$ cat src/rtl/irq_seq_pkg.sv
package irq_seq_pkg;
    typedef enum logic [2:0] {
        CMD_NONE = 3'd0,
        CMD_EI   = 3'd1,
        CMD_DI   = 3'd2,
        CMD_IM0  = 3'd3,
        CMD_IM1  = 3'd4,
        CMD_IM2  = 3'd5,
        CMD_RETN = 3'd6,
        CMD_LDI  = 3'd7
    } irq_cmd_e;

    typedef enum logic [2:0] {
        ST_IDLE,
        ST_ACK,
        ST_VLO,
        ST_VHI,
        ST_DONE
    } seq_state_e;

    localparam logic [1:0] MODE_RST = 2'd0;
    localparam logic [1:0] MODE_FIX = 2'd1;
    localparam logic [1:0] MODE_VEC = 2'd2;
endpackage

$ cat src/rtl/irq_flags.sv
module irq_flags
    import irq_seq_pkg::*;
#(
    parameter int DW = 8
) (
    input  logic          clk,
    input  logic          rst_n,
    input  logic          cmd_valid,
    input  logic [2:0]    cmd,
    input  logic [DW-1:0] cmd_data,
    input  logic          accept,
    input  logic          accept_nmi,
    output logic          iff1,
    output logic          iff2,
    output logic [1:0]    mode,
    output logic [DW-1:0] ireg
);
    typedef struct packed {
        logic          iff1;
        logic          iff2;
        logic [1:0]    mode;
        logic [DW-1:0] ireg;
    } flags_t;

    flags_t f_d, f_q;

    always_comb begin
        f_d = f_q;
        if (accept) begin
            f_d.iff1 = 1'b0;
            f_d.iff2 = accept_nmi ? f_q.iff1 : 1'b0;
        end else if (cmd_valid) begin
            case (irq_cmd_e'(cmd))
                CMD_EI:   begin f_d.iff1 = 1'b1; f_d.iff2 = 1'b1; end
                CMD_DI:   begin f_d.iff1 = 1'b0; f_d.iff2 = 1'b0; end
                CMD_IM0:  f_d.mode = MODE_RST;
                CMD_IM1:  f_d.mode = MODE_FIX;
                CMD_IM2:  f_d.mode = MODE_VEC;
                CMD_RETN: f_d.iff1 = f_q.iff2;
                CMD_LDI:  f_d.ireg = cmd_data;
                default:  ;
            endcase
        end
    end

    always_ff @(posedge clk) begin
        if (!rst_n) begin
            f_q <= '0;
        end else begin
            f_q <= f_d;
        end
    end

    assign iff1 = f_q.iff1;
    assign iff2 = f_q.iff2;
    assign mode = f_q.mode;
    assign ireg = f_q.ireg;


    retn_restore_chk: assert property (@(posedge clk) disable iff (!rst_n)
        (cmd_valid && cmd == CMD_RETN && !accept) |=> (iff1 == $past(iff2)));


    nmi_save_chk: assert property (@(posedge clk) disable iff (!rst_n)
        (accept && accept_nmi) |=> (!iff1 && iff2 == $past(iff1)));


    mask_clear_chk: assert property (@(posedge clk) disable iff (!rst_n)
        (accept && !accept_nmi) |=> (!iff1 && !iff2));


    cmd_drop_chk: assert property (@(posedge clk) disable iff (!rst_n)
        (accept && cmd_valid) |=> ($stable(mode) && $stable(ireg)));
endmodule

$ cat src/rtl/irq_rst_decode.sv
module irq_rst_decode #(
    parameter int DW = 8,
    parameter int AW = 16,
    parameter int unsigned FALLBACK = 'h38
) (
    input  logic [DW-1:0] op,
    output logic          hit,
    output logic [AW-1:0] addr
);
    assign hit  = (op[7:6] == 2'b11) && (op[2:0] == 3'b111);
    assign addr = hit ? AW'({op[5:3], 3'b000}) : AW'(FALLBACK);
endmodule

$ cat src/rtl/irq_fsm.sv
module irq_fsm
    import irq_seq_pkg::*;
#(
    parameter int DW = 8,
    parameter int unsigned NMI_ADDR = 'h66,
    parameter int unsigned FIX_ADDR = 'h38,
    localparam int AW = 2 * DW
) (
    input  logic          clk,
    input  logic          rst_n,
    input  logic          boundary,
    input  logic          nmi_req,
    input  logic          int_req,
    input  logic          iff1,
    input  logic [1:0]    mode,
    input  logic [DW-1:0] ireg,
    input  logic [DW-1:0] bus_data,
    input  logic [DW-1:0] mem_data,
    output logic          accept,
    output logic          accept_nmi,
    output logic          ack,
    output logic          mem_rd,
    output logic [AW-1:0] mem_addr,
    output logic          done,
    output logic [AW-1:0] target,
    output logic          bad_op,
    output logic          busy
);
    typedef struct packed {
        seq_state_e    st;
        logic [1:0]    mode;
        logic [AW-1:0] tgt;
        logic [AW-1:0] ptr;
        logic          bad;
    } seq_t;

    seq_t s_d, s_q;

    logic          rst_hit;
    logic [AW-1:0] rst_addr;

    irq_rst_decode #(
        .DW(DW),
        .AW(AW),
        .FALLBACK(FIX_ADDR)
    ) u_dec (
        .op  (bus_data),
        .hit (rst_hit),
        .addr(rst_addr)
    );

    always_comb begin
        s_d        = s_q;
        accept     = 1'b0;
        accept_nmi = 1'b0;
        case (s_q.st)
            ST_IDLE: begin
                if (boundary && nmi_req) begin
                    accept     = 1'b1;
                    accept_nmi = 1'b1;
                    s_d.tgt    = AW'(NMI_ADDR);
                    s_d.bad    = 1'b0;
                    s_d.st     = ST_DONE;
                end else if (boundary && int_req && iff1) begin
                    accept   = 1'b1;
                    s_d.mode = mode;
                    s_d.bad  = 1'b0;
                    if (mode == MODE_FIX) begin
                        s_d.tgt = AW'(FIX_ADDR);
                        s_d.st  = ST_DONE;
                    end else begin
                        s_d.st = ST_ACK;
                    end
                end
            end
            ST_ACK: begin
                if (s_q.mode == MODE_VEC) begin
                    s_d.ptr = {ireg, bus_data};
                    s_d.st  = ST_VLO;
                end else begin
                    s_d.tgt = rst_addr;
                    s_d.bad = !rst_hit;
                    s_d.st  = ST_DONE;
                end
            end
            ST_VLO: begin
                s_d.tgt[DW-1:0] = mem_data;
                s_d.ptr         = s_q.ptr + AW'(1);
                s_d.st          = ST_VHI;
            end
            ST_VHI: begin
                s_d.tgt[AW-1:DW] = mem_data;
                s_d.st           = ST_DONE;
            end
            ST_DONE: s_d.st = ST_IDLE;
            default: s_d.st = ST_IDLE;
        endcase
    end

    always_ff @(posedge clk) begin
        if (!rst_n) begin
            s_q <= '{st: ST_IDLE, mode: MODE_RST, tgt: '0, ptr: '0, bad: 1'b0};
        end else begin
            s_q <= s_d;
        end
    end

    assign ack      = (s_q.st == ST_ACK);
    assign mem_rd   = (s_q.st == ST_VLO) || (s_q.st == ST_VHI);
    assign mem_addr = s_q.ptr;
    assign done     = (s_q.st == ST_DONE);
    assign target   = s_q.tgt;
    assign bad_op   = s_q.bad;
    assign busy     = (s_q.st != ST_IDLE);


    rd_pair_chk: assert property (@(posedge clk) disable iff (!rst_n)
        $rose(mem_rd) |=> mem_rd);


    rd_end_chk: assert property (@(posedge clk) disable iff (!rst_n)
        (mem_rd && $past(mem_rd)) |=> !mem_rd);


    rd_next_chk: assert property (@(posedge clk) disable iff (!rst_n)
        (mem_rd && $past(mem_rd)) |-> (mem_addr == $past(mem_addr) + AW'(1)));


    done_once_chk: assert property (@(posedge clk) disable iff (!rst_n)
        done |=> !done);


    fixed_fast_chk: assert property (@(posedge clk) disable iff (!rst_n)
        (accept && !accept_nmi && mode == MODE_FIX) |=> (done && target == AW'(FIX_ADDR)));


    nmi_fast_chk: assert property (@(posedge clk) disable iff (!rst_n)
        (accept && accept_nmi) |=> (done && !bad_op && target == AW'(NMI_ADDR)));


    busy_hold_chk: assert property (@(posedge clk) disable iff (!rst_n)
        busy |-> !accept);
endmodule

$ cat src/rtl/irq_seq.sv
module irq_seq #(
    parameter int DW = 8,
    parameter int unsigned NMI_ADDR = 'h66,
    parameter int unsigned FIX_ADDR = 'h38
) (
    input  logic            clk,
    input  logic            rst_n,
    input  logic            boundary,
    input  logic            nmi_req,
    input  logic            int_req,
    input  logic            cmd_valid,
    input  logic [2:0]      cmd,
    input  logic [DW-1:0]   cmd_data,
    input  logic [DW-1:0]   bus_data,
    output logic            ack_iorq_n,
    output logic            ack_m1_n,
    output logic            mem_rd,
    output logic [2*DW-1:0] mem_addr,
    input  logic [DW-1:0]   mem_data,
    output logic            done,
    output logic            push_pc,
    output logic [2*DW-1:0] target,
    output logic            bad_op,
    output logic            busy,
    output logic            iff1,
    output logic            iff2,
    output logic [1:0]      mode,
    output logic [DW-1:0]   ireg
);
    logic accept;
    logic accept_nmi;
    logic ack;

    irq_flags #(.DW(DW)) u_flags (
        .clk       (clk),
        .rst_n     (rst_n),
        .cmd_valid (cmd_valid),
        .cmd       (cmd),
        .cmd_data  (cmd_data),
        .accept    (accept),
        .accept_nmi(accept_nmi),
        .iff1      (iff1),
        .iff2      (iff2),
        .mode      (mode),
        .ireg      (ireg)
    );

    irq_fsm #(
        .DW      (DW),
        .NMI_ADDR(NMI_ADDR),
        .FIX_ADDR(FIX_ADDR)
    ) u_fsm (
        .clk       (clk),
        .rst_n     (rst_n),
        .boundary  (boundary),
        .nmi_req   (nmi_req),
        .int_req   (int_req),
        .iff1      (iff1),
        .mode      (mode),
        .ireg      (ireg),
        .bus_data  (bus_data),
        .mem_data  (mem_data),
        .accept    (accept),
        .accept_nmi(accept_nmi),
        .ack       (ack),
        .mem_rd    (mem_rd),
        .mem_addr  (mem_addr),
        .done      (done),
        .target    (target),
        .bad_op    (bad_op),
        .busy      (busy)
    );

    assign ack_iorq_n = !ack;
    assign ack_m1_n   = !ack;
    assign push_pc    = done;


    ack_pair_chk: assert property (@(posedge clk) disable iff (!rst_n)
        !ack_m1_n |-> (!ack_iorq_n && busy && !mem_rd));
endmodule

$ cat config.mk
export PLATFORM = sky130hd
export DESIGN_NAME = irq_seq
export DESIGN_NICKNAME = d
export VERILOG_FILES = /design/src/rtl/irq_seq_pkg.sv /design/src/rtl/irq_flags.sv /design/src/rtl/irq_rst_decode.sv /design/src/rtl/irq_fsm.sv /design/src/rtl/irq_seq.sv
export SDC_FILE = /design/constraint.sdc
export NUM_CORES = 1
export LEC_CHECK = 0
export ABC_CLOCK_PERIOD_IN_PS = 1800
export BUFFER_PORTS_ARGS = -buffer_cell sky130_fd_sc_hd__buf_2
export CORE_MARGIN = 4
export CORE_UTILIZATION = 47
export CTS_CLUSTER_SIZE = 28
export DETAILED_ROUTE_END_ITERATION = 10
export HOLD_SLACK_MARGIN = 0.03
export PLACE_DENSITY = 0.76
export SETUP_SLACK_MARGIN = 0.3
export SLEW_MARGIN = 30
export SYNTH_ARGS = -nofsm -noshare
export SYNTH_HDL_FRONTEND = slang
export SYNTH_SLANG_ARGS = --single-unit
$ cat constraint.sdc
create_clock -name clk -period 1.8 [get_ports clk]
set_clock_uncertainty 0.2 [all_clocks]
set_input_delay 0.09 -clock clk [delete_from_list [all_inputs] [get_ports clk]]
set_output_delay 0.09 -clock clk [all_outputs]
set_load 0.05 [all_outputs]
=== After elaboration in Yosys (flattened, before gate mapping) ===
Index checks and enable logic that the tools add are counted.

* Add/sub/neg operators: 1
* Equality and inequality tests: 19
* Mux-type cells: 29
* Bitwise logic cells: 3
* Reductions and logical operators: 27

{| class="wikitable"
|+ Operators with widths
! cell !! count
|-
| $mux W16 || 4
|-
| $pmux W8 S3 || 2
|-
| $pmux W16 S2 || 1
|-
| $mux W21 || 1
|-
| $eq A3 B3 Y1 const B || 6
|-
| $reduce_bool A3 Y1 || 6
|-
| $add A16 B1 Y16 const B || 1
|-
| $eq A3 B2 Y1 const B || 4
|-
| $pmux W3 S4 || 1
|-
| $reduce_and A3 Y1 || 4
|-
| $mux W11 || 1
|-
| $mux W1 || 10
|-
| $mux W3 || 3
|-
| $mux W8 || 1
|-
| $reduce_and A4 Y1 || 2
|-
| $eq A3 B1 Y1 const B || 2
|-
| $mux W6 || 1
|-
| $ne A3 B1 Y1 const B || 2
|-
| $pmux W2 S3 || 1
|-
| $reduce_and A2 Y1 || 3
|-
| $reduce_bool A2 Y1 || 3
|-
| $eq A2 B2 Y1 const B || 2
|-
| $logic_and A1 B1 Y1 || 4
|-
| $pmux W1 S2 || 2
|-
| 9 further kinds || 12
|}

* Flip-flop bits (word level): 50

=== Depth between registers and ports, before layout ===
Gate-level depths: netlist of run 1.

* Depth in word-level cells: 7
* Gate-level depth with buffers: 6

=== Cells and area by module ===
Synthesis of run 1 repeated with hierarchy kept, for this count alone.

* Cells, all modules: 400
* Area total of the unflattened synthesis: 3168.0 um^2

{| class="wikitable"
|+ By module, submodules not included
! module !! instances !! cells each !! area each (um^2) !! sequential area each (um^2)
|-
| irq_fsm || 1 || 317 || 2447.3 || 760.7
|-
| irq_flags || 1 || 60 || 550.5 || 240.2
|-
| irq_rst_decode || 1 || 20 || 151.4 || 0.0
|-
| irq_seq || 1 || 3 || 18.8 || 0.0
|}

=== Worst setup path after synthesis of run 1 ===
Ideal clock, no wire load.

* Path kind: reg-to-output
* Start point: reg u_fsm.s_q[37] (netlist name)
* End point: out push_pc
* Arrival: 2.170 ns
* Required time: 1.510 ns
* Setup slack: -0.660 ns
* Stages on the path, launching flop included: 5
* Path buffers: 2
* Cells stage by stage: dfxtp_1 -> buf_2 -> inv_1 -> nor3_1 -> buf_4

* Word-level cells in the longest chain between the ends: 1

{| class="wikitable"
|+ Ends and longest elaborated chain
! element !! line !! source
|-
| start, declared || irq_fsm.sv:37 || <nowiki>seq_t s_d, s_q;</nowiki>
|-
| start signal, assigned || irq_fsm.sv:102 || <nowiki>s_q <= '{st: ST_IDLE, mode: MODE_RST, tgt: '0, ptr: '0, bad: 1'b0};</nowiki>
|-
| $eq A3 B3 Y1 || irq_fsm.sv:111 || <nowiki>assign done = (s_q.st == ST_DONE);</nowiki>
|-
| end, declared || irq_seq.sv:21 || <nowiki>output logic push_pc,</nowiki>
|}

Every way passes these cells.

=== Worst setup path in the final report of run 1 ===
* Start point: reg u_fsm.s_q (netlist bit u_fsm.mem_addr[1])
* End point: reg u_fsm.s_q (netlist bit u_fsm.mem_addr[15])

* Word-level cells in the longest chain between the ends: 2

{| class="wikitable"
|+ Ends and longest elaborated chain
! element !! line !! source
|-
| $add A16 B1 Y16 || irq_fsm.sv:88 || <nowiki>s_d.ptr = s_q.ptr + AW'(1);</nowiki>
|-
| $pmux W16 S2 || irq_fsm.sv:56 || <nowiki>case (s_q.st)</nowiki>
|}

Every way passes these cells.
A chain may end at the register's enable or synchronous reset.

==> flow_summary.yaml, run 1 <==
run_status:
  status: "finished, violations left"
  violations: "negative setup slack"
power:
  comb_power_share_pct: 19.2
  cellPowerDensity_nw_per_um2: 465
  internal-power_mw: 1.67
  p_leak_nw: 2.15
  p_seq_share_pct: 47.6
  p_clk_share_pct: 33.3
  netSwitchingFraction_pct: 29.4
  p_sw_mw: 0.694
  peakVddDrop_v: 0.000348
route:
  dr.pass1.iters: 5
  drt_iter0_markers: 243
  wl_um: 12900
  route.met3.wl_um: 1040
  vias_per_cell: 6.37
  route.top_layer_used: "met4"
  wl_met1_um: 4890
  vias: 3720
  met2_wirelength_um: 6240
  routedWlPerCell_um: 22.1
  drcViolationCount: 0
  ant_nets: 0
worst_setup_path:
  start_kind: "flop"
  critical_path_arrival_ps: 2060
  required_ps: 1810
  path_max_fanout: 4
  timing.rr.start: "u_fsm.mem_addr[1]$_SDFFE_PN0P_"
  r2r_slack_ps: -240
  crit_type: "flop to flop"
  cp-end-kind: "flop"
  cp-endpoint: "u_fsm.mem_addr[15]$_SDFFE_PN0P_"
  critPathLaunch: "u_fsm.mem_addr[1]$_SDFFE_PN0P_"
  reg2reg_depth: 7
  r2r_end: "u_fsm.mem_addr[15]$_SDFFE_PN0P_"
floorplan:
  core-area_um2: 6030
  num_io_pins: 84
  initial_core_util_pct: 49.1
  die_w_um: 87.4
  die_area_um2: 7630
  row_count: 28
  chipHeight_um: 87.4
logic_synthesis:
  syn_avg_cell_area_um2: 8.29
  yosysWarnings: 0
  yosys.area.top_type: "dfxtp_1"
  synth_flop_cell: "dfxtp_1"
  synth_top_family_by_area: "compound AO/OA/AOI/OAI gates"
  synth_xor_area_share_pct: 0.592
  synth_fp_nets: 391
  netlist_instances: 357
  synth-seq-cells: 50
  synth.distinct_cells: 62
  yosysSeqAreaShare_pct: 33.8
  async_reset_ff_share_pct: 0
  synth-adder-area-share_pct: 0.423
  synthMuxAreaShare_pct: 4.40
  synth-simple-area-share_pct: 22.7
  syn_area_um2: 2960
  synth_edf_count: 0
  yosys.area.top_type_share_pct: 33.8
  synthTopCellsByArea: "dfxtp_1 (34%), buf_4 (8.6%), mux2i_1 (4.4%)"
  synth_compound_area_share_pct: 24.6
cells_and_area:
  layout_common_cells: "buf_2 (75), buf_4 (44), buf_6 (34)"
  final_area_um2: 5080
  drive_gt1_share_pct: 55.6
  nets: 542
  fillers: 283
  final_common_cell: "buf_2"
  antenna_cells: 0
  area_delta_synth_final_pct: 71.6
timing:
  max_freq_mhz: 489
  worst_slack_ps: -244
  hold_ws_ps: 71.5
  slew_headroom_pct: 70.2
  period_minus_slack_ps: 2040
  rsz0062_at_grt: "yes"
  setup_violations: 20
  max_slew.worst_pin.slew_ps: 447
  maxSlewViolCount: 0
  finalHoldViolations: 0
  finalCritPeriodShare_pct: 114
global_routing:
  grt_usage_pct: 27.8
  overflow: 0
  antenna_found_initial: 0
  grt_pass1_vias: 3460
  grt_pass1_wl_um: 16800
  grt_max_degree: 25
placed_design:
  placed_area_um2: 3590
  place.port_buffers: 83
  place_congestion: 0.865
  dp_hpwl_um: 6100
run:
  maxCapViolations: 0
clock_tree:
  cts_buffer_depth: 2
  clkLatencyLatePin_ps: 320
  numCtsBuffers: 5
  clkSinkCount: 50
  clk_pin_slew_ps: 100
  cts_tree: "built"
  cts-root-buf: "clkbuf_8"
  htree_levels: 2
min_path:
  hold_class: "input port to flop"
[what timing repair did]
| item | 4_1_cts | 5_1_grt |
|---|---|---|
| hold buffers | 31 | 0 |
| endpoints found under the setup margin | 54 | 57 |
| resized for setup | 101 | 62 |
| pin swaps | 42 | 29 |
| hold endpoints to repair | 40 | 0 |
| setup buffers | 25 | 24 |
| cloned | 4 | 0 |
[synthesized netlist by cell type (2+ instances only)]
cell type,n
dfxtp_1,50
buf_4,34
nand2_1,34
a21oi_1,22
o21ai_0,15
nand3_1,14
mux2i_1,13
clkbuf_1,12
inv_1,12
nor2_1,12
a211oi_1,9
a32o_1,9
buf_2,8
nor3_1,8
nor4_1,7
nand2b_1,6
nand4_1,6
and2_1,5
a311oi_1,4
nor3b_1,4
o31a_1,4
or3_1,4
a21o_1,3
and2_0,3
and3_1,3
nor2b_1,3
o21ai_1,3
o22ai_1,3
o31ai_1,3
o32ai_1,3
a311o_1,2
a32oi_1,2
a41o_1,2
nand4_2,2
nand4b_1,2
o2111ai_1,2
o211ai_1,2
o221ai_1,2
or4_1,2
[layout make-up]
cell class | count | area [um2] | area share [%]
multi-input cells | 239 | 2140 | 42.2
repair buffers | 199 | 1640 | 32.3
flip-flops and latches | 50 | 1040 | 20.5
clock buffers | 7 | 97.6 | 1.92
well taps | 75 | 93.8 | 1.85
inverters | 13 | 56.3 | 1.11
clock inverters | 1 | 6.26 | 0.123
[through the flow]
stage / total power [mW] / utilization, % / instances / worst slack [ps] / TNS (ps)
detailed placement: 1.42 / 59.5 / 492 / -54.7 / -102
finish: 2.36 / 84.3 / 584 / -244 / -1240
floorplan: 1.33 / - / 357 / -10.3 / -17.7
CTS: 2.27 / 76.9 / 560 / -13.3 / -13.3
global route: 2.42 / 84.3 / 584 / -294 / -2710
global placement: 1.42 / 59.5 / 492 / 3.10 / 0
[how the worst min path moves through the flow]
stage,start,endpoint,slack (ps),depth (start not counted)
floorplan,cmd_valid,u_flags.iff1$_SDFFE_PP0P_,-6,1
global placement,mem_data[1],u_fsm.target[9]$_SDFFE_PN0P_,120,2
detailed placement,mem_data[1],u_fsm.target[9]$_SDFFE_PN0P_,120,2
CTS,int_req,u_fsm.s_q[37]$_SDFFE_PN0P_,60,5
global route,int_req,u_fsm.s_q[37]$_SDFFE_PN0P_,100,5
finish,int_req,u_fsm.s_q[37]$_SDFFE_PN0P_,70,5
[critical path: stages, from the launching register on]
cell	delay [ps]
dfxtp_4	380
buf_6	90
buf_6	80
nand4_1	240
buf_4	260
nor4_4	210
xnor2_1	140
o31ai_1	330
[cells by family (layout without fill, tap and decap cells)]
group,after synthesis,after routing
DFF,50,50
xor gates and xnor gates,2,2
AOI/OAI and AO/OA,101,101
adders and majority gates,1,1
muxes,13,13
and+or+nand+nor,122,122
buffers and inverters,68,220
[power by group through the flow]
stage,registers (mW),logic (mW),clock network (mW)
2_1_floorplan,1.18,0.158,0
3_3_place_gp,1.15,0.270,0
3_5_place_dp,1.15,0.274,0
4_1_cts,1.12,0.384,0.765
5_1_grt,1.13,0.474,0.817
6_report,1.12,0.453,0.786
[layer usage]
| layer | GRT usage (%) | vias up |
|---|---|---|
| met4 | 9.07 | 0 |
| li1 | - | 1608 |
| met2 | 48.8 | 250 |
| met3 | 5.77 | 78 |
| met1 | 33.6 | 1784 |
| met5 | 0 | - |
[registers in the layout (all words and copies together), names as in the netlist]
| name | flops |
|---|---|
| u_flags.iff1 | 1 |
| u_flags.mode | 2 |
| u_flags.ireg | 8 |
| u_fsm.target | 16 |
| u_flags.iff2 | 1 |
| u_fsm.s_q | 5 |
| u_fsm.bad_op | 1 |
| u_fsm.mem_addr | 16 |
Note: power is estimated with default switching activity, not from simulation.
==> run 2: changes to the inputs <==
--- a/config.mk
+++ b/config.mk
@@ -11,7 +11,7 @@
 export CORE_UTILIZATION = 47
 export CTS_CLUSTER_SIZE = 28
 export DETAILED_ROUTE_END_ITERATION = 10
-export HOLD_SLACK_MARGIN = 0.03
+export HOLD_SLACK_MARGIN = 0.1
 export PLACE_DENSITY = 0.76
 export SETUP_SLACK_MARGIN = 0.3
 export SLEW_MARGIN = 30
==> run 2 against run 1 <==
The flow still finishes with violations (negative setup slack). Critical path depth stayed put. Core utilization is 0.62 points lower. Sequential share of layout area is 0.13 points higher. Sequential power hardly changed. Flip-flop and latch count stayed put. Register-to-register slack better by 110 ps. Power is 0.45% higher. Final area is 0.74% lower. Clock power is 0.5% higher. Combinational power is 1% higher. Clock-buffer cell count stayed put. First-iteration DRC count is 76% higher.
==> flow_summary.yaml, run 2 (synthesis results as in run 1) <==
placed_design:
  pre_cts_slack_ps: -54.7
  place_congestion: 0.865
  placed_area_um2: 3590
  place.port_buffers: 83
  dp_hpwl_um: 6100
  dp_cells: 492
floorplan:
  chipHeight_um: 87.4
  core-area_um2: 6030
  row_count: 28
  die_area_um2: 7630
  die_w_um: 87.4
  initial_core_util_pct: 49.1
  num_io_pins: 84
clock_tree:
  clkLatencyLatePin_ps: 320
  cts_tree: "built"
  htree_levels: 2
  clkSinkCount: 50
  numCtsBuffers: 5
  clk_pin_slew_ps: 100
  cts_buffer_depth: 2
  cts-root-buf: "clkbuf_8"
min_path:
  min_from: "int_req"
  hold_class: "input port to flop"
  whs_path_depth: 5
  holdPathEnd: "u_fsm.s_q[37]$_SDFFE_PN0P_"
timing:
  slew_headroom_pct: 73.8
  maxSlewViolCount: 0
  rsz0062_at_grt: "yes"
  finalCritPeriodShare_pct: 107
  finalHoldViolations: 0
  period_minus_slack_ps: 1930
  hold_ws_ps: 110
  max_slew.worst_pin.slew_ps: 392
  worst_slack_ps: -134
  max_freq_mhz: 517
  setup_violations: 23
  fin_tns_setup_ps: -933
route:
  drt_iter0_markers: 428
  routedWlPerCell_um: 22.2
  vias: 3678
  drcViolationCount: 0
  ant_nets: 0
  vias_per_cell: 6.34
  dr.pass1.iters: 5
  wl_um: 12900
worst_setup_path:
  cp-end-kind: "flop"
  reg2reg_depth: 7
  required_ps: 1830
  start_kind: "flop"
  path_max_fanout: 4
  critPathLaunch: "u_fsm.mem_addr[1]$_SDFFE_PN0P_"
  r2r_end: "u_fsm.mem_addr[15]$_SDFFE_PN0P_"
  r2r_slack_ps: -130
  critical_path_arrival_ps: 1960
  crit_type: "flop to flop"
  timing.rr.start: "u_fsm.mem_addr[1]$_SDFFE_PN0P_"
cells_and_area:
  multi_input_area_um2: 2130
  final_common_cell: "buf_2"
  final_area_um2: 5040
  finish.cell_count_without_fillers: 580
  final-seq-area_um2: 1040
  fillers: 314
  drive_gt1_share_pct: 53.9
  nets: 538
  postLayoutCoreUtil_pct: 83.7
  antenna_cells: 0
  layout_common_cells: "buf_2 (75), buf_4 (40), dlygate4sd3_1 (33)"
  area_delta_synth_final_pct: 70.4
power:
  cellPowerDensity_nw_per_um2: 471
  p_leak_nw: 2.12
  peakVddDrop_v: 0.000415
  total_power_mw: 2.37
global_routing:
  grt_max_degree: 25
  grt_pass1_vias: 3490
  antenna_found_initial: 0
  overflow: 0
  grt_usage_pct: 28.0
  grt_pass1_wl_um: 16900
run_status:
  status: "finished, violations left"
  violations: "negative setup slack"
run:
  maxCapViolations: 0
==> run 2: worst max-delay path by stage <==
stage | end | slack, ps
after floorplan | u_fsm.mem_addr[10]$_SDFFE_PN0P_ | -10
after global routing | u_flags.mode[0]$_SDFFE_PN0P_ | -150
final | u_fsm.mem_addr[15]$_SDFFE_PN0P_ | -130
after detailed placement | u_fsm.target[5]$_SDFFE_PN0P_ | -50
after CTS | u_fsm.mem_addr[10]$_SDFFE_PN0P_ | -10
after global placement | u_fsm.mem_addr[10]$_SDFFE_PN0P_ | 3
==> run 2: repair_timing <==
item / CTS / global route
cloned: 4 / 0
setup endpoints to repair: 54 / 57
hold buffers: 34 / 0
pin swaps: 42 / 27
hold endpoints to repair: 45 / 0
resized for setup: 101 / 59
setup buffers: 25 / 17
==> run 2: critical path, cell delays in order (launching register included) <==
cell	delay (ps)
dfxtp_4	380
buf_6	100
buf_6	90
nand4_1	200
buf_4	230
nor4_4	210
xnor2_1	120
o31ai_1	310
==> run 2: cell type report <==
cell class	instances	share of cell area, %
multi-input cells	239	42.2
repair buffers	195	32.1
flip-flops and latches	50	20.6
clock buffers	7	1.94
well taps	75	1.86
inverters	13	1.17
clock inverters	1	0.124
==> run 2: metal layers <==
| layer | share of wire (%) | up-vias | wire length [um] | GRT usage (%) |
|---|---|---|---|---|
| met5 | 0 | - | 0 | 0 |
| met4 | 5.2 | 0 | 671 | 9.21 |
| met3 | 8.6 | 76 | 1110 | 5.39 |
| met2 | 49 | 262 | 6310 | 49.6 |
| met1 | 37 | 1739 | 4790 | 33.8 |
| li1 | - | 1601 | - | - |
==> run 2: report_power, final <==
group | total [mW] | internal [mW] | switching (mW)
clock | 0.790 | 0.361 | 0.429
sequential | 1.13 | 1.11 | 0.0155
combinational | 0.458 | 0.202 | 0.256
==> run 3: changes to the inputs <==
--- a/config.mk
+++ b/config.mk
@@ -13,6 +13,7 @@
 export DETAILED_ROUTE_END_ITERATION = 10
 export HOLD_SLACK_MARGIN = 0.1
 export PLACE_DENSITY = 0.76
+export RECOVER_POWER = 25
 export SETUP_SLACK_MARGIN = 0.3
 export SLEW_MARGIN = 30
 export SYNTH_ARGS = -nofsm -noshare
==> run 3 against run 2 <==
The run still ends with negative setup slack left. Worst hold slack worse by 11 ps. Sequential share of layout area is 0.098 points higher. Power is 0.20% higher. Final area is 0.47% lower. Core utilization is 0.39 points lower. Clock-buffer cell count stayed put. Non-clock buffer count stayed put. Fmax is 1.4% higher.
==> flow_summary.yaml, run 3 (synthesis results as in run 1) <==
run_status:
  status: "finished, violations left"
  violations: "negative setup slack"
cells_and_area:
  multi_input_area_um2: 2130
  postLayoutCoreUtil_pct: 83.3
  antenna_cells: 0
  area_delta_synth_final_pct: 69.6
  nets: 538
  fillers: 325
  final_common_cell: "buf_2"
  drive_gt1_share_pct: 50.1
  final-seq-area_um2: 1040
  layout_common_cells: "buf_2 (56), buf_4 (40), dlygate4sd3_1 (33)"
power:
  netSwitchingFraction_pct: 29.7
  peakVddDrop_v: 0.000417
  p_seq_share_pct: 47.4
  p_sw_mw: 0.706
  p_leak_nw: 2.04
  cellPowerDensity_nw_per_um2: 474
  p_clk_share_pct: 33.5
  comb_power_share_pct: 19.1
  total_power_mw: 2.38
  internal-power_mw: 1.67
timing:
  period_minus_slack_ps: 1910
  worst_slack_ps: -106
  finalCritPeriodShare_pct: 106
  max_freq_mhz: 525
  maxSlewViolCount: 0
  max_slew.worst_pin.slew_ps: 651
  finalHoldViolations: 0
  setup_violations: 22
  rsz0062_at_grt: "yes"
  hold_ws_ps: 99.6
  slew_headroom_pct: 56.8
min_path:
  hold_class: "input port to flop"
  whs_path_depth: 5
  holdPathEnd: "u_fsm.s_q[37]$_SDFFE_PN0P_"
  min_from: "int_req"
placed_design:
  dp_hpwl_um: 6100
  place.port_buffers: 83
  place_congestion: 0.865
worst_setup_path:
  path_max_fanout: 7
  path_cells: "buf_6 > buf_12 > nor3_4 > buf_4 > a311oi_2 > a22o_1 > a32o_1"
  critPathSlowestCell: "dfxtp_2"
  timing.rr.start: "u_fsm.s_q[37]$_SDFFE_PN0P_"
  critical_path_arrival_ps: 1920
  required_ps: 1810
  crit_type: "flop to flop"
  r2r_slack_ps: -110
  crit_family: "compound AO/OA/AOI/OAI gates"
  r2r_end: "u_flags.mode[0]$_SDFFE_PN0P_"
  cp.buffers_inverters: 3
  slowest_delay_ps: 340
  cp-end-kind: "flop"
  start_kind: "flop"
  reg2reg_depth: 7
global_routing:
  grt_pass1_wl_um: 16900
  grt_pass1_vias: 3490
  grt_max_degree: 25
  grt_usage_pct: 28.0
  antenna_found_initial: 0
  overflow: 0
route:
  wl_um: 12800
  dr.pass1.iters: 6
  drt_iter0_markers: 409
  ant_nets: 0
  drcViolationCount: 0
  vias_per_cell: 6.31
  vias: 3659
  routedWlPerCell_um: 22.1
floorplan:
  die_area_um2: 7630
  die_w_um: 87.4
  row_count: 28
  num_io_pins: 84
  core-area_um2: 6030
  chipHeight_um: 87.4
  initial_core_util_pct: 49.1
clock_tree:
  clkLatencyLatePin_ps: 330
  cts-root-buf: "clkbuf_8"
  clk_pin_slew_ps: 90
  numCtsBuffers: 5
  cts_tree: "built"
  htree_levels: 2
  clkSinkCount: 50
  cts_buffer_depth: 2
run:
  maxCapViolations: 0
run 3: what timing repair did:
| action | CTS | global route |
|---|---|---|
| endpoints found under the hold margin | 45 | 0 |
| gates resized for setup | 101 | 59 |
| hold buffers | 34 | 0 |
| setup endpoints to repair | 54 | 57 |
| pin swaps | 42 | 27 |
| setup buffers | 25 | 17 |
| gates cloned | 4 | 0 |
run 3: cell type report:
type,instances,area share (%)
repair buffers,195,31.8
well taps,75,1.87
clock buffers,7,1.94
inverters,13,1.17
clock inverters,1,0.125
multi-input cells,239,42.4
flip-flops and latches,50,20.7
run 3: routing by layer:
layer,global-route usage [%],vias to the layer above,share of wire (%)
li1,-,1597,-
met4,9.21,0,5.4
met2,49.6,284,49
met1,33.8,1702,37
met3,5.39,76,8.6
met5,0,-,0
run 3: worst max-delay path by stage:
stage                                   start                         endpoint  cells past startpoint
2_1_floorplan  u_fsm.mem_addr[1]$_SDFFE_PN0P_  u_fsm.mem_addr[10]$_SDFFE_PN0P_                      5
3_3_place_gp   u_fsm.mem_addr[1]$_SDFFE_PN0P_  u_fsm.mem_addr[10]$_SDFFE_PN0P_                      5
3_5_place_dp       u_fsm.s_q[35]$_SDFFE_PN0P_     u_fsm.target[5]$_SDFFE_PN0P_                      5
4_1_cts        u_fsm.mem_addr[1]$_SDFFE_PN0P_  u_fsm.mem_addr[10]$_SDFFE_PN0P_                      5
5_1_grt            u_fsm.s_q[37]$_SDFFE_PN0P_     u_flags.mode[0]$_SDFFE_PN0P_                      7
6_report           u_fsm.s_q[37]$_SDFFE_PN0P_     u_flags.mode[0]$_SDFFE_PN0P_                      7
run 3: power by group through the flow:
| stage | registers [mW] | logic, mW | clock network, mW |
|---|---|---|---|
| global placement | 1.15 | 0.270 | 0 |
| CTS | 1.12 | 0.389 | 0.765 |
| global route | 1.13 | 0.477 | 0.830 |
| finish | 1.13 | 0.455 | 0.797 |
| detailed placement | 1.15 | 0.274 | 0 |
| floorplan | 1.18 | 0.158 | 0 |
run 3: stage by stage:
step / worst slack (ps) / TNS (ps) / instances / cell area, um2
after floorplan: -10.3 / -17.7 / 357 / 3190
after global placement: 3.10 / 0 / 492 / 3590
after detailed placement: -54.7 / -102 / 492 / 3590
after CTS: -13.3 / -13.3 / 563 / 4670
after global routing: -152 / -2130 / 580 / 5020
final: -106 / -738 / 580 / 5020
run 3: tightest hold or removal path: cells and delay by family:
kind                   cells  cell delay (ps)
buffers and inverters      1              130
AND/OR/NAND/NOR            3              300
AO/OA/AOI/OAI              1               70
